[src/rtl/jn_pkg.sv]
package jn_pkg;
  typedef enum logic [1:0] {
    ST_FREE = 2'd0,
    ST_BUSY = 2'd1,
    ST_WAIT = 2'd2
  } node_st_e;
  localparam int NUM_ST = 3;
endpackage

[src/rtl/jn_join.sv]
// Captures the combined input datagrams and acknowledges all inputs together.
module jn_join #(
  parameter int N_IN = 3,
  parameter int DW   = 8
) (
  input  logic               clk,
  input  logic               rst,
  input  logic               fire,
  input  logic [N_IN*DW-1:0] in_data,
  output logic [N_IN-1:0]    in_ack,
  output logic [DW-1:0]      result
);
  logic [DW-1:0] acc;

  // Placeholder compute function: modular sum of all input words.
  always_comb begin
    acc = '0;
    for (int i = 0; i < N_IN; i++) begin
      acc = acc + in_data[i*DW +: DW];
    end
  end

  always_ff @(posedge clk) begin
    if (rst) begin
      in_ack <= '0;
      result <= '0;
    end else begin
      in_ack <= fire ? {N_IN{1'b1}} : '0;
      if (fire) result <= acc;
    end
  end
endmodule

[src/rtl/jn_seq.sv]
// Free / busy / waiting sequencer with the compute interval counter.
module jn_seq
  import jn_pkg::*;
#(
  parameter int DLY_W = 4
) (
  input  logic             clk,
  input  logic             rst,
  input  logic             all_ready,
  input  logic [DLY_W-1:0] dly_in,
  input  logic             delivered,
  output node_st_e         state,
  output logic             fire,
  output logic             done
);
  logic [DLY_W-1:0] remain;

  assign fire = (state == ST_FREE) && all_ready;
  assign done = (state == ST_BUSY) && (remain == '0);

  always_ff @(posedge clk) begin
    if (rst) begin
      state  <= ST_FREE;
      remain <= '0;
    end else begin
      unique case (state)
        ST_FREE: begin
          if (fire) begin
            state  <= ST_BUSY;
            remain <= dly_in;
          end
        end
        ST_BUSY: begin
          if (done) state <= ST_WAIT;
          else      remain <= remain - 1'b1;
        end
        ST_WAIT: begin
          if (delivered) state <= ST_FREE;
        end
        default: state <= ST_FREE;
      endcase
    end
  end
endmodule

[src/rtl/jn_route.sv]
// Presents each result on one output, rotating round-robin on acknowledge.
module jn_route #(
  parameter int M_OUT = 3,
  parameter int DW    = 8
) (
  input  logic             clk,
  input  logic             rst,
  input  logic             done,
  input  logic [DW-1:0]    result,
  input  logic [M_OUT-1:0] out_ack,
  output logic [M_OUT-1:0] out_req,
  output logic [DW-1:0]    out_data,
  output logic             delivered
);
  localparam int PTR_W = (M_OUT > 1) ? $clog2(M_OUT) : 1;
  localparam logic [PTR_W-1:0] PTR_LAST = PTR_W'(M_OUT - 1);

  logic [PTR_W-1:0] ptr;
  logic [M_OUT-1:0] sel_hot;

  for (genvar k = 0; k < M_OUT; k++) begin : g_dec
    assign sel_hot[k] = (ptr == PTR_W'(k));
  end

  assign delivered = |(out_req & out_ack);

  always_ff @(posedge clk) begin
    if (rst) begin
      ptr      <= '0;
      out_req  <= '0;
      out_data <= '0;
    end else if (done) begin
      out_req  <= sel_hot;
      out_data <= result;
    end else if (delivered) begin
      out_req <= '0;
      ptr     <= (ptr == PTR_LAST) ? '0 : ptr + 1'b1;
    end
  end
endmodule

[src/rtl/jn_util.sv]
// One saturating cycle counter per node state.
module jn_util
  import jn_pkg::*;
#(
  parameter int CNT_W = 16
) (
  input  logic                    clk,
  input  logic                    rst,
  input  node_st_e                state,
  output logic [NUM_ST*CNT_W-1:0] cnt_flat
);
  for (genvar s = 0; s < NUM_ST; s++) begin : g_cnt
    logic [CNT_W-1:0] cnt_q;
    always_ff @(posedge clk) begin
      if (rst) begin
        cnt_q <= '0;
      end else if ((state == node_st_e'(s)) && (cnt_q != {CNT_W{1'b1}})) begin
        cnt_q <= cnt_q + 1'b1;
      end
    end
    assign cnt_flat[s*CNT_W +: CNT_W] = cnt_q;
  end
endmodule

[src/rtl/jn_node.sv]
module jn_node
  import jn_pkg::*;
#(
  parameter int N_IN  = 3,
  parameter int M_OUT = 3,
  parameter int DW    = 8,
  parameter int DLY_W = 4,
  parameter int CNT_W = 16
) (
  input  logic               clk,
  input  logic               rst,
  input  logic [N_IN-1:0]    in_req,
  input  logic [N_IN*DW-1:0] in_data,
  output logic [N_IN-1:0]    in_ack,
  input  logic [DLY_W-1:0]   dly_in,
  output logic [M_OUT-1:0]   out_req,
  input  logic [M_OUT-1:0]   out_ack,
  output logic [DW-1:0]      out_data,
  output logic [1:0]         state_o,
  output logic [CNT_W-1:0]   cnt_free,
  output logic [CNT_W-1:0]   cnt_busy,
  output logic [CNT_W-1:0]   cnt_wait
);
  node_st_e                  state;
  logic                      fire;
  logic                      done;
  logic                      delivered;
  logic [DW-1:0]             result;
  logic [NUM_ST*CNT_W-1:0]   cnt_flat;

  jn_seq #(.DLY_W(DLY_W)) u_seq (
    .clk(clk), .rst(rst), .all_ready(&in_req), .dly_in(dly_in),
    .delivered(delivered), .state(state), .fire(fire), .done(done)
  );

  jn_join #(.N_IN(N_IN), .DW(DW)) u_join (
    .clk(clk), .rst(rst), .fire(fire), .in_data(in_data),
    .in_ack(in_ack), .result(result)
  );

  jn_route #(.M_OUT(M_OUT), .DW(DW)) u_route (
    .clk(clk), .rst(rst), .done(done), .result(result), .out_ack(out_ack),
    .out_req(out_req), .out_data(out_data), .delivered(delivered)
  );

  jn_util #(.CNT_W(CNT_W)) u_util (
    .clk(clk), .rst(rst), .state(state), .cnt_flat(cnt_flat)
  );

  assign state_o  = state;
  assign cnt_free = cnt_flat[0*CNT_W +: CNT_W];
  assign cnt_busy = cnt_flat[1*CNT_W +: CNT_W];
  assign cnt_wait = cnt_flat[2*CNT_W +: CNT_W];
endmodule

[config.mk]
export PLATFORM = sky130hd
export DESIGN_NAME = jn_node
export DESIGN_NICKNAME = d
export VERILOG_FILES = /design/src/rtl/jn_pkg.sv /design/src/rtl/jn_join.sv /design/src/rtl/jn_seq.sv /design/src/rtl/jn_route.sv /design/src/rtl/jn_util.sv /design/src/rtl/jn_node.sv
export SDC_FILE = /design/constraint.sdc
export NUM_CORES = 1
export LEC_CHECK = 0
export ABC_AREA = 1
export BUFFER_PORTS_ARGS = -buffer_cell sky130_fd_sc_hd__clkbuf_2
export CAP_MARGIN = 20
export CORE_AREA = 2 2 116 118
export DETAILED_ROUTE_END_ITERATION = 16
export DIE_AREA = 0 0 118 120
export PLACE_DENSITY = 0.55
export SLEW_MARGIN = 10
export SYNTH_ARGS = -nofsm -noshare
export SYNTH_HDL_FRONTEND = slang
export SYNTH_SLANG_ARGS = --single-unit
[constraint.sdc]
create_clock -name clk -period 2.45 [get_ports clk]
set_input_delay 0.245 -clock clk [delete_from_list [all_inputs] [get_ports clk]]
set_output_delay 0.245 -clock clk [all_outputs]
set_load 0.005 [all_outputs]
==> results.py <==
metrics = {
    "timing": {
        "fmax_mhz": 550,
        "rsz0062_at_grt": "no",
        "slew_violations": 0,
        "tightest_slew_ns": 0.488,
        "period_share_pct": 74.3,
        "period_needed_ns": 1.82,
        "setup_violations": 0,
        "finalHoldViolCount": 0,
        "slew-limit-headroom_pct": 67.4,
        "fin_worst_skew_ns": 0.00490,
        "timing.setup.tns_ns": 0,
        "setup_ws_ns": 0.631,
    },
    "critical_path": {
        "worst_path_dominant_cell_family": "adder cells",
        "startpoint": "in_data[1]",
        "cp-endpoint": "u_join.result[5]",
        "cp_data_arrival_time_ns": 2.05,
        "worstSetupEndpointType": "flop",
        "reg2reg_depth": 8,
        "rrSetupSlack_ns": 0.64,
        "crit_fanout": 3,
        "slowest_stage": "fa_1",
        "critPathKind": "primary input to flop",
        "crit_cells": 9,
        "slowest_delay_ns": 0.47,
        "worstReg2RegStart": "u_util.g_cnt[0].cnt_q[1]",
        "required_ns": 2.68,
        "worstSetupStartpointType": "primary input",
        "path_buf_inv": 2,
        "path_cells": "clkbuf_2 -> fa_1 -> ha_1 -> fa_1 -> nand3_1 -> nand3_1 -> xor2_1 -> o21ai_0 -> inv_1",
        "regToRegEndpoint": "u_util.g_cnt[0].cnt_q[1]",
    },
    "placed_design": {
        "routabilityCongestion": 0.775,
        "io_buffer_count": 99,
        "place_area_sq_mm": 0.00503,
        "hpwl_um": 7790,
        "pre_cts_slack_ns": 0.261,
    },
    "route": {
        "vias": 4254,
        "vias_per_cell": 4.63,
        "drtPass1Iterations": 4,
        "drt_iter0_markers": 222,
        "wl_um": 10500,
        "final_antenna_net_count": 0,
        "wire_per_inst_um": 11.5,
        "drc": 0,
    },
    "power_and_ir_drop": {
        "netSwitchingPower_uw": 733,
        "finalPower_uw": 2980,
        "p_clk_share_pct": 45.1,
        "p_int_uw": 2250,
        "p_seq_share_pct": 43.3,
        "ir_drop_mv": 0.345,
        "p_leak_uw": 0.00232,
        "powerDensity_mw_per_mm2": 559,
        "p_comb_share_pct": 11.6,
        "swShare_pct": 24.6,
    },
    "logic_synthesis": {
        "ys_top_cells_by_area": "dfxtp_1, nand2_1, nor2_1",
        "synth-seq-cells": 76,
        "synth_top_area_share_pct": 34.6,
        "synth_edf_count": 0,
        "synth_cell_types": 32,
        "synth_area_per_cell_sq_um": 6.85,
        "synth_fp_nets": 698,
        "synth_commonest_cells": "nand2_1, nor2_1, dfxtp_1, inv_1, a21oi_1",
        "ys_warn_count": 0,
        "synth-async-reset-ratio_pct": 0,
        "ys.flop_type": "dfxtp_1",
        "syn_area_sq_mm": 0.00440,
        "synth_most_common_cell": "nand2_1",
        "synth_largest_area_cell": "dfxtp_1",
        "syn-instance-count": 643,
        "ys_seq_area_share_pct": 34.6,
    },
    "clock_network": {
        "ctsResizeCount": 0,
        "cts_tree": "built",
        "clockRootBuffer": "clkbuf_16",
        "h-tree-depth": 3,
        "numCtsBuffers": 9,
        "postCtsSetupBuffers": 0,
        "clkLatencyLatePin_ns": 0.33,
        "cts_buffer_depth": 2,
        "cts.sinks": 76,
        "hold_buffers": 0,
        "clk_pin_slew_ns": 0.06,
    },
    "global_route": {
        "antenna_found_initial": 0,
        "grt_max_degree": 34,
        "grt_pass1_wl_um": 17800,
        "grtUsageTotal_pct": 15.3,
        "first_global_vias": 3913,
        "grt-ovfl-total": 0,
    },
    "floorplan": {
        "die_h_um": 120,
        "core-area_sq_mm": 0.0130,
        "initial_utilization_pct": 33.9,
        "rows": 42,
        "die_area_sq_mm": 0.0142,
        "die_x_um": 118,
        "ios": 100,
    },
    "run": {
        "cap_violations": 0,
    },
    "outcome": {
        "status": "completed",
    },
    "final_layout": {
        "area_delta_synth_final_pct": 21.1,
        "final_area_sq_mm": 0.00533,
        "n_antenna_cell": 0,
        "fin_nets": 793,
        "post-route-util_pct": 41.1,
        "layout-drive-gt1-share_pct": 20.9,
    },
    "min_path": {
        "hold_path.class": "primary input to flop",
    },
}
routing by layer:
metal | GRT usage, % | routed length, um
met1 | 19.4 | 5020
met2 | 25.6 | 4940
met3 | 3.23 | 398
met4 | 5.95 | 167
met5 | 0 | 0
worst min path at each step:
stage | start | endpoint | slack, ns | depth (start not counted)
2_1_floorplan | u_join.result[4] | u_route.out_data[4] | 0.43 | 2
3_3_place_gp | u_join.result[4] | u_route.out_data[4] | 0.44 | 2
3_5_place_dp | u_join.result[4] | u_route.out_data[4] | 0.45 | 2
4_1_cts | out_ack[0] | u_seq.state[1] | 0.25 | 4
5_1_grt | out_ack[0] | u_seq.state[1] | 0.27 | 4
6_report | in_req[2] | u_join.in_ack[1] | 0.27 | 3
per-stage QoR:
step	cells	hold slack, ns
floorplan	643	0.430
global placement	903	0.438
detailed placement	903	0.446
CTS	919	0.254
global route	919	0.273
finish	919	0.266
cell families after synthesis:
group,Yosys count,share of synthesized area (%)
AOI/OAI and AO/OA,94,12.2
xor gates and xnor gates,23,4.58
adders and majority gates,19,6.76
buffers and inverters,85,8.27
DFF,76,34.6
and+or+nand+nor,346,33.6
cells in the final DEF (no fill, tap or decap), drive strengths merged, types with 8 or more instances in the layout:
master and count:
clkbuf 111, xnor2 12, inv 67, nand2 192, a21oi 54, nand3 32, xor2 11, fa 8
nand4 9, nor2 99, o21ai 37, dfxtp 76, ha 11
registers in the layout, summed over array words and instances (netlist names):
register / cells
u_util.g_cnt.cnt_q: 48
u_join.result: 8
u_route.out_data: 8
u_seq.remain: 4
u_route.out_req: 3
u_route.ptr: 2
u_seq.state: 2
u_join.in_ack: 1
power by group through the flow:
stage	Combinational (uW)	Clock, uW	Sequential, uW
after floorplan	249	0	1310
after global placement	345	0	1320
after detailed placement	351	0	1320
after CTS	353	1400	1290
after global routing	404	1440	1290
final	346	1350	1290
final cells by class:
type	instances	area, sq um
repair buffers	102	518
clock inverters	4	47.5
inverters	67	251
clock buffers	12	256
fillers	1378	7650
flip-flops and latches	76	1520
multi-input cells	482	2520
well taps	176	220
tightest hold or removal path: cells and delay by family:
kind / cells / cell delay (ns)
simple gates: 2 / 0.22
buf+inv: 1 / 0.08
Note: power is estimated with default switching activity, not from simulation.
